[config.mk]
export PLATFORM = sky130hd
export DESIGN_NAME = fspi_engine
export DESIGN_NICKNAME = d
export VERILOG_FILES = /design/src/rtl/fspi_pkg.sv /design/src/rtl/fspi_mst.sv /design/src/rtl/fspi_slv.sv /design/src/rtl/fspi_engine.sv
export SDC_FILE = /design/constraint.sdc
export NUM_CORES = 1
export LEC_CHECK = 0
export ABC_AREA = 1
export BUFFER_PORTS_ARGS = -buffer_cell sky130_fd_sc_hd__buf_2
export CAP_MARGIN = 10
export CORE_MARGIN = 2
export CORE_UTILIZATION = 58
export CTS_BUF_LIST = sky130_fd_sc_hd__clkbuf_8
export CTS_CLUSTER_SIZE = 12
export DETAILED_ROUTE_END_ITERATION = 10
export GPL_TIMING_DRIVEN = 0
export PLACE_DENSITY = 0.79
export SYNTH_ARGS = -nofsm -noshare
export SYNTH_HDL_FRONTEND = slang
export SYNTH_SLANG_ARGS = --single-unit
export TNS_END_PERCENT = 5
[constraint.sdc]
create_clock -name clk -period 3.35 [get_ports clk]
set_input_delay 0.1675 -clock clk [delete_from_list [all_inputs] [get_ports clk]]
set_output_delay 0.1675 -clock clk [all_outputs]
set_load 0.005 [all_outputs]
[src/rtl/fspi_pkg.sv]
package fspi_pkg;
  localparam int DW = 32;
  localparam int BW = $clog2(DW) + 1;

  typedef enum logic [1:0] {M_IDLE, M_PRE, M_SHIFT} mst_st_e;

  function automatic logic [BW-1:0] word_bits(input logic [1:0] sel);
    case (sel)
      2'd0:    return BW'(8);
      2'd1:    return BW'(16);
      default: return BW'(DW);
    endcase
  endfunction

  function automatic logic [DW-1:0] low_mask(input logic [BW-1:0] n);
    if (n >= BW'(DW)) return '1;
    return (DW'(1) << n) - DW'(1);
  endfunction
endpackage

[src/rtl/fspi_mst.sv]
module fspi_mst
  import fspi_pkg::*;
#(
  parameter int HALF_DIV = 2
) (
  input  logic          clk,
  input  logic          rst_n,
  input  logic          go,
  input  logic          idle_hi,
  input  logic          late,
  input  logic          framed,
  input  logic          fs_first,
  input  logic [BW-1:0] wbits,
  input  logic          tx_valid,
  input  logic [DW-1:0] tx_data,
  input  logic          sdi,
  output logic          tx_ready,
  output logic          sck,
  output logic          sdo,
  output logic          fs,
  output logic          done,
  output logic [DW-1:0] word
);
  localparam int CW = $clog2(2 * HALF_DIV) + 1;
  localparam logic [CW-1:0] HLAST = CW'(HALF_DIV - 1);
  localparam logic [CW-1:0] PLAST = CW'(2 * HALF_DIV - 1);

  mst_st_e       st;
  logic [CW-1:0] cnt;
  logic          half;
  logic [BW-1:0] bitn;
  logic [DW-1:0] txsh, rxsh;

  always_ff @(posedge clk or negedge rst_n) begin
    if (!rst_n) begin
      st <= M_IDLE; cnt <= '0; half <= 1'b0; bitn <= '0;
      txsh <= '0; rxsh <= '0; done <= 1'b0;
    end else begin
      done <= 1'b0;
      if (!go) begin
        st <= M_IDLE;
      end else begin
        case (st)
          M_IDLE: if (tx_valid) begin
            txsh <= tx_data << (BW'(DW) - wbits);
            rxsh <= '0; cnt <= '0; half <= 1'b0; bitn <= '0;
            st   <= (framed && !fs_first) ? M_PRE : M_SHIFT;
          end
          M_PRE: if (cnt == PLAST) begin
            cnt <= '0; st <= M_SHIFT;
          end else cnt <= cnt + CW'(1);
          M_SHIFT: if (cnt == HLAST) begin
            cnt <= '0;
            if (!half) begin
              half <= 1'b1;
              rxsh <= {rxsh[DW-2:0], sdi};
            end else begin
              half <= 1'b0;
              if (bitn == wbits - BW'(1)) begin
                st <= M_IDLE; done <= 1'b1;
              end else begin
                bitn <= bitn + BW'(1);
                txsh <= {txsh[DW-2:0], 1'b0};
              end
            end
          end else cnt <= cnt + CW'(1);
          default: st <= M_IDLE;
        endcase
      end
    end
  end

  assign tx_ready = go && (st == M_IDLE);
  assign sck  = (st == M_SHIFT && half == late) ? ~idle_hi : idle_hi;
  assign sdo  = txsh[DW-1];
  assign fs   = framed && ((st == M_PRE) || (st == M_SHIFT && fs_first && bitn == '0));
  assign word = rxsh & low_mask(wbits);

  AST_BIT_IN_WORD: assert property (@(posedge clk) disable iff (!rst_n)
    (st == M_SHIFT) |-> (bitn < wbits));
  AST_PRE_ONLY_EARLY_SYNC: assert property (@(posedge clk) disable iff (!rst_n)
    (st == M_PRE) |-> (framed && !fs_first));
  AST_DATA_HELD_AT_SAMPLE: assert property (@(posedge clk) disable iff (!rst_n)
    (st == M_SHIFT && !half && cnt == HLAST) |=> $stable(sdo));
endmodule

[src/rtl/fspi_slv.sv]
module fspi_slv
  import fspi_pkg::*;
(
  input  logic          clk,
  input  logic          rst_n,
  input  logic          go,
  input  logic          idle_hi,
  input  logic          late,
  input  logic          framed,
  input  logic          sel_en,
  input  logic          ss_n,
  input  logic          fs_in,
  input  logic          sck_in,
  input  logic          sdi,
  input  logic [BW-1:0] wbits,
  input  logic          tx_valid,
  input  logic [DW-1:0] tx_data,
  output logic          tx_ready,
  output logic          sdo,
  output logic          done,
  output logic [DW-1:0] word
);
  logic          sck_d, in_frm;
  logic [BW-1:0] bitn;
  logic [DW-1:0] txsh, rxsh;
  logic          lead, trail, samp, shft, selected, take;

  assign lead     = (sck_d == idle_hi) && (sck_in != idle_hi);
  assign trail    = (sck_d != idle_hi) && (sck_in == idle_hi);
  assign samp     = late ? lead : trail;
  assign shft     = late ? trail : lead;
  assign selected = framed || !sel_en || !ss_n;
  assign take     = !framed || in_frm || fs_in;
  assign tx_ready = go && (bitn == '0);

  always_ff @(posedge clk or negedge rst_n) begin
    if (!rst_n) begin
      sck_d <= 1'b0; in_frm <= 1'b0; bitn <= '0;
      txsh <= '0; rxsh <= '0; done <= 1'b0;
    end else begin
      sck_d <= sck_in;
      done  <= 1'b0;
      if (!go || !selected) begin
        bitn <= '0; in_frm <= 1'b0;
      end else begin
        if (framed && fs_in && bitn == '0) in_frm <= 1'b1;
        if (samp && take) begin
          rxsh <= {rxsh[DW-2:0], sdi};
          if (bitn == wbits - BW'(1)) begin
            bitn <= '0; done <= 1'b1; in_frm <= 1'b0;
          end else bitn <= bitn + BW'(1);
        end
        if (shft && bitn != '0) txsh <= {txsh[DW-2:0], 1'b0};
      end
      if (tx_ready && tx_valid) txsh <= tx_data << (BW'(DW) - wbits);
    end
  end

  assign sdo  = txsh[DW-1];
  assign word = rxsh & low_mask(wbits);

  AST_DESELECTED_IDLE: assert property (@(posedge clk) disable iff (!rst_n)
    (go && !framed && sel_en && ss_n) |=> (bitn == '0));
  AST_NO_SYNC_NO_COUNT: assert property (@(posedge clk) disable iff (!rst_n)
    (go && framed && !in_frm && !fs_in) |=> $stable(bitn));
endmodule

[src/rtl/fspi_engine.sv]
module fspi_engine
  import fspi_pkg::*;
#(
  parameter int HALF_DIV = 2
) (
  input  logic          clk,
  input  logic          rst_n,
  input  logic          en,
  input  logic          is_master,
  input  logic          idle_hi,
  input  logic          shift_late,
  input  logic          audio_mode,
  input  logic          sel_en,
  input  logic          frame_en,
  input  logic          fs_first,
  input  logic          rx_pin_off,
  input  logic          clk_pin_off,
  input  logic [1:0]    wsel,
  input  logic          clk_src_wr,
  input  logic          clk_src_d,
  output logic          clk_src_q,
  input  logic          tx_valid,
  output logic          tx_ready,
  input  logic [DW-1:0] tx_data,
  output logic          rx_valid,
  input  logic          rx_ready,
  output logic [DW-1:0] rx_data,
  input  logic          sck_i,
  output logic          sck_o,
  output logic          sck_oe,
  input  logic          sdi_i,
  output logic          sdo_o,
  input  logic          ss_n_i,
  input  logic          fs_i,
  output logic          fs_o
);
  logic          m_go, s_go, late_eff, sdi_eff;
  logic [BW-1:0] wbits;
  logic          m_rdy, s_rdy, m_sdo, s_sdo, m_done, s_done;
  logic [DW-1:0] m_word, s_word;

  assign m_go     = en && is_master;
  assign s_go     = en && !is_master;
  assign late_eff = shift_late && !audio_mode;
  assign sdi_eff  = rx_pin_off ? 1'b0 : sdi_i;
  assign wbits    = word_bits(wsel);

  fspi_mst #(.HALF_DIV(HALF_DIV)) u_mst (
    .clk(clk), .rst_n(rst_n), .go(m_go), .idle_hi(idle_hi), .late(late_eff),
    .framed(frame_en), .fs_first(fs_first), .wbits(wbits),
    .tx_valid(tx_valid), .tx_data(tx_data), .sdi(sdi_eff),
    .tx_ready(m_rdy), .sck(sck_o), .sdo(m_sdo), .fs(fs_o),
    .done(m_done), .word(m_word)
  );

  fspi_slv u_slv (
    .clk(clk), .rst_n(rst_n), .go(s_go), .idle_hi(idle_hi), .late(late_eff),
    .framed(frame_en), .sel_en(sel_en), .ss_n(ss_n_i), .fs_in(fs_i),
    .sck_in(sck_i), .sdi(sdi_eff), .wbits(wbits),
    .tx_valid(tx_valid), .tx_data(tx_data),
    .tx_ready(s_rdy), .sdo(s_sdo), .done(s_done), .word(s_word)
  );

  assign tx_ready = m_rdy || s_rdy;
  assign sdo_o    = is_master ? m_sdo : s_sdo;
  assign sck_oe   = m_go && !clk_pin_off;

  always_ff @(posedge clk or negedge rst_n) begin
    if (!rst_n) begin
      rx_valid <= 1'b0; rx_data <= '0; clk_src_q <= 1'b0;
    end else begin
      if (m_done) begin
        rx_valid <= 1'b1; rx_data <= m_word;
      end else if (s_done) begin
        rx_valid <= 1'b1; rx_data <= s_word;
      end else if (rx_ready) begin
        rx_valid <= 1'b0;
      end
      if (clk_src_wr && !en) clk_src_q <= clk_src_d;
    end
  end

  AST_RX_HELD: assert property (@(posedge clk) disable iff (!rst_n)
    (rx_valid && !rx_ready) |=> rx_valid);
  AST_ONE_SOURCE_DONE: assert property (@(posedge clk) disable iff (!rst_n)
    $onehot0({m_done, s_done}));
  AST_CLKSRC_LOCKED: assert property (@(posedge clk) disable iff (!rst_n)
    en |=> $stable(clk_src_q));
endmodule

; Word-level counts from Yosys, hierarchy flattened
; Cells that the tools add are included.
[totals]
output_inout_bits = 39
ff_bits = 184
elab_cells = 168
input_bits = 54
[op_classes]
shift = 2
n_reduce_logical = 54
add_sub_neg = 6
mux = 62
bitwise_logic = 4
eq_ne = 23
magnitude_cmp = 1
[op_table]
columns = cell, count
row1 = $mux W32, 14
row2 = $pmux W32 S2, 2
row3 = $and A32 B32 Y32, 2
row4 = $mux W6, 7
row5 = $shl A1 B6 Y32 const A, 1
row6 = $shl A32 B6 Y32, 1
row7 = $sub A32 B2 Y32 const B, 1
row8 = $mux W1, 24
row9 = $pmux W6 S2, 2
row10 = $logic_and A1 B1 Y1, 19
row11 = $mux W2, 7
row12 = $add A6 B1 Y6 const B, 2
row13 = $eq A6 B6 Y1, 2
row14 = $logic_not A6 Y1, 2
row15 = $ne A3 B2 Y1 const B, 4
row16 = $logic_not A1 Y1, 10
row17 = $reduce_and A5 Y1, 2
row18 = $mux W3, 3
row19 = $pmux W3 S3, 1
row20 = $ne A2 B2 Y1 const B, 4
row21 = $reduce_bool A2 Y1, 4
row22 = $logic_or A1 B1 Y1, 7
row23 = $ge A6 B6 Y1 const B, 1
row24 = $pmux W2 S3, 1
row25 = 20 further kinds, 29

; Depth between registers and ports, before layout
[logic_depth]
ltp_word = 9
mapped_depth = 15
mapped_depth_nobuf = 13

; Modules after synthesis
; From an unflattened synthesis, not the netlist that was laid out.
[hier_totals]
cells_unflattened = 2429
hier_area_um2 = 14934.3
[modules_own_cells]
columns = mod, n_inst, area_per_inst_um2, seq_area_each_um2, cells_per_inst
row1 = fspi_mst, 1, 6734.0, 1926.8, 1100
row2 = fspi_slv, 1, 6552.5, 1826.8, 1127
row3 = fspi_engine, 1, 1647.8, 850.8, 202

; Worst setup path before layout
; OpenSTA, ideal clock, no wires.
[synth_timing]
kind = input-to-reg
startpoint = in wsel[1]
endpoint = reg u_mst.txsh[12]
cell_stages = 12
setup_time_ns = 0.076
path_buffers = 2
arrival_time_ns = 1.673
t_required_ns = 3.274
setup_slack_ns = 1.601
path_cell_list = inv_1 nand2_1 buf_2 ha_1 inv_1 nand2_1 nand2_1 nand2_1 buf_2 o21ai_0 o21ai_0 o21ai_1
[synth_via]
elab_chain_len = 6
elab_cells_between_ends = 11
cone_classes = 2 x add/sub / 3 x eq/ne / 1 x shift / 3 x mux / 2 x reduce/logical
[synth_rtl]
columns = item, line
row1 = start: declaration, fspi_engine.sv:18  ; input logic [1:0] wsel,
row2 = $eq A2 B1 Y1 / $logic_not A2 Y1 (equally long branches), fspi_pkg.sv:8  ; case (sel)
row3 = $pmux W6 S2 (*), fspi_pkg.sv:8
row4 = $sub A6 B6 Y6 / $sub A6 B1 Y6 (equally long branches), "fspi_mst.sv:45, fspi_mst.sv:59"
row5 = $shl A32 B6 Y32 / $eq A6 B6 Y1 (equally long branches), "fspi_mst.sv:45, fspi_mst.sv:59"
row6 = $mux W32 / $ne A2 B2 Y1 (equally long branches), -
row7 = $pmux W32 S2 / $reduce_and A6 Y1 (equally long branches), -
row8 = end signal: assignment, fspi_mst.sv:45  ; txsh <= tx_data << (BW'(DW) - wbits);
row9 = end signal: assignment, fspi_mst.sv:63  ; txsh <= {txsh[DW-2:0], 1'b0};
row10 = end: declaration, fspi_mst.sv:32  ; logic [DW-1:0] txsh, rxsh;
; Mark *: on every way between the ends. The rest lies on a longest branch, timed or not. The select of a mux whose other input is x is not followed.
; A chain may end at the register's enable or synchronous reset.

; Worst setup path in the final report
[layout_timing]
startpoint = reg u_mst.st[0]
endpoint = out fs_o
[layout_via]
elab_chain_len = 5
elab_cells_between_ends = 6
cone_classes = 2 x eq/ne / 4 x reduce/logical
[layout_rtl]
columns = item, line
row1 = start: declaration, fspi_mst.sv:28  ; mst_st_e st;
row2 = start signal: assignment, fspi_mst.sv:47  ; st <= (framed && !fs_first) ? M_PRE : M_SHIFT;
row3 = $eq A2 B2 Y1, fspi_mst.sv:76  ; assign fs = framed && ((st == M_PRE) || (st == M_SHIFT && fs_first && bitn == '0));
row4 = $logic_and A1 B1 Y1 (2 in series), fspi_mst.sv:76
row5 = $logic_or A1 B1 Y1 (*), fspi_mst.sv:76
row6 = $logic_and A1 B1 Y1 (*), fspi_mst.sv:76
row7 = end: declaration, fspi_engine.sv:35  ; output logic fs_o
; Mark *: on every way between the ends. The rest lies on a longest branch, timed or not.

==> reports/qor.yml <==
power:
  power_frac_comb_pct: 17.2
  seqPwrFrac_pct: 51.0
  p_clk_share_pct: 31.8
  switchingPower_w: 0.00164
  areal_power_density_over_the_cells_nw_per_um2: 497
  power.share.switching_pct: 31.3
  vdd.ir_drop.worst_mv: 0.260
  cell_internal_pwr_w: 0.00361
  power.leakage_nw: 5.36
  power_w: 0.00526
clock_network:
  cts_tree: "built"
  clock_tree.htree_level_count: 4
  postCtsResizedCells: 0
  cts-buffers-inserted: 17
  tritoncts_sinks: 184
  cts_root_buf: "clkbuf_8"
  clkTransAtPathRegs_ns: 0.09
  cts_buffer_depth: 2
  clock_insertion_delay_worst_skew_ns: 0.49
logic_synthesis:
  synth_edf_count: 0
  synth.net_count: 1298
  synthesis.instances: 1230
  asyncSetResetFlopFracSynth_pct: 100
  most_numerous_cell_in_the_yosys_netlist: "nand2_1"
  fraction_of_post_synthesis_cell_area_in_the_top_cell_type_by_area_pct: 49.6
  syn_avg_cell_area_um2: 7.55
  largest_area_contributor_in_the_netlist: "dfrtp_1"
  ys.flop_type: "dfrtp_1"
  yosys_warnings: 0
  post_synth_instance_area_um2: 9290
  synth_area_leaders: "dfrtp_1 50%, nand2_1 20%, o21ai_0 6.9%"
  synth_sequential_area_ratio_pct: 49.6
  netlist-cell-type-count: 34
  ys_seq_elements: 184
  synth.top_cells.by_count: "488 x nand2_1, 184 x dfrtp_1, 128 x o21ai_0"
grt:
  grt_max_degree: 104
  groute.usage.overall_pct: 28.3
  global_route_wire_length_before_repair_um: 37500
  antenna_found_initial: 0
  first_global_vias: 7732
  gr-total-overflow: 0
sta:
  finClkSkew_ns: 0.0162
  hold_viol: 0
  total_negative_setup_slacks_ns: 0
  finalWorstPathRequiredPeriod_ns: 2.32
  max_freq_mhz: 431
  post-route-worst-setup-slack_ns: 1.03
  tightestPinTransition_ns: 0.642
  report.final.slew_viol_count: 0
  period_share_pct: 69.3
  whs_ns: 0.0198
  slew_headroom_pct: 56.7
  finalSetupViolCount: 0
  rsz0062_at_grt: "no"
status:
  run_status: "finished clean"
min_path:
  worstHoldPathType: "in -> reg"
  min_path_cells: 4
drt:
  wl_per_cell_um: 14.8
  met2_length_um: 11000
  firstDrtPassIters: 6
  drc_errors: 0
  drt-total-wl_um: 23400
  route.antenna.remaining_nets: 0
  routedLengthMet1_um: 10400
  viasPerCell: 5.34
  routed-wl-met3_um: 1350
  top_layer: "met4"
  detail_route.iter0.violations: 802
  vias: 8420
place:
  finalWeightedCongestion: 0.939
  dp_hpwl_um: 16800
  placement.setup.worst_slack_ns: 0.821
  place.port_buffers: 91
worst_setup_path:
  reg2regPathDepth: 9
  critical_path_peak_fanout: 10
  cp_data_arrival_time_ns: 2.15
  crit_required_ns: 3.18
  path_class: "reg -> out"
  setup.worst_path.end_class: "output pin"
  start_kind: "register"
final_layout:
  n_fill_cell: 1401
  num_antenna_cells: 0
  flow.area_growth_from_synthesis_pct: 13.9
  layout.core_utilization_pct: 67.1
  final_layout_size_suffix_gt1_share_pct: 12.6
  final_nets: 1417
  area_of_the_multi_input_gates_um2: 3940
  register_area_um2: 4600
floorplan:
  die_outline_height_um: 131
  rows: 46
  core_region_area_um2: 15800
  top_level_ports: 93
  die_w_um: 131
  initial_utilization_pct: 58.9
  die_area_um2: 17000
job:
  max_cap_violations: 0
==> state kept, by name, indices dropped and copies added, names as in the netlist, 2 cells and up <==
name,cells
u_mst.rxsh,32
u_slv.txsh,32
u_mst.txsh,32
u_slv.bitn,6
u_slv.rxsh,32
rx_data,32
u_mst.cnt,3
u_mst.bitn,6
u_mst.st,2
==> cells by family (layout without fill, tap and decap cells) <==
| family | after synthesis | in the layout | synth area share, % |
|---|---|---|---|
| muxes | 2 | 2 | 0.229 |
| buffers and inverters | 183 | 315 | 8.00 |
| adders and majority gates | 14 | 14 | 1.89 |
| AOI/OAI and AO/OA | 230 | 230 | 13.4 |
| DFF | 184 | 184 | 49.6 |
| xor gates and xnor gates | 9 | 9 | 0.849 |
| and+or+nand+nor | 608 | 608 | 26.0 |
==> final timing paths <==
check	startpoint	end	slack (ns)
worst max-delay path	u_mst.st[0]	fs_o	1.03
worst min-delay path	fs_first	u_mst.st[0]	0.02
worst max register to register	u_mst.st[0]	u_mst.txsh[24]	1.27
worst min register to register	rx_data[23]	rx_data[23]	0.49
max in group asynchronous	rst_n	rx_valid	2.16
min in group asynchronous	rst_n	rx_data[31]	0.27
==> metrics by stage <==
stage,area [um^2],instances
2_1_floorplan,9290,1230
3_3_place_gp,10000,1537
3_5_place_dp,10000,1538
4_1_cts,10600,1578
5_1_grt,10600,1578
6_report,10600,1578
==> power groups by stage <==
stage	sequential (W)	combinational [W]	clock (W)
floorplan	0.00267	0.000615	0
global placement	0.00271	0.000850	0
detailed placement	0.00271	0.000886	0
CTS	0.00268	0.000898	0.00168
global route	0.00271	0.00103	0.00178
finish	0.00268	0.000902	0.00167
==> worst max-delay path, stage by stage (launching register included) <==
cell      delay, ns
dfrtp_1        0.41
inv_1          0.09
ha_1           0.20
inv_1          0.12
clkbuf_1       0.27
nor3_1         0.24
nand3_1        0.11
a21oi_1        0.13
buf_2          0.12
==> metal layers <==
metal | up-vias | global-route usage [%]
li1 | 4150 | -
met1 | 3947 | 38.2
met2 | 270 | 45.9
met3 | 53 | 4.80
met4 | 0 | 11.5
met5 | - | 0
==> final cells by class <==
type,count,area share (%)
plain buffers,62,2.73
inverters,121,4.29
multi-input cells,863,37.2
flip-flops and latches,184,43.5
well taps,216,2.56
clock inverters,15,2.01
repair buffers,100,5.42
clock buffers,17,2.21
==> placed cells by master (no fill, tap or decap), types with 8 or more instances in the layout <==
cell type | netlist | routed
nand2_1 | 488 | 488
o22ai_1 | 42 | 42
a31oi_1 | 9 | 9
inv_1 | 114 | 114
clkbuf_1 | 30 | 30
nor2_1 | 40 | 40
buf_2 | 24 | 114
a21oi_1 | 9 | 9
nand3_1 | 64 | 64
o21ai_1 | 34 | 34
clkbuf_8 | 0 | 17
dlygate4sd3_1 | 0 | 8
ha_1 | 14 | 14
o21ai_0 | 128 | 128
dfrtp_1 | 184 | 184
==> repair_timing <==
item	in CTS	in global routing
endpoints found under the hold margin	88	0
setup buffers	0	0
hold buffers	8	0
No activity file was read; power rests on OpenSTA's default activity.
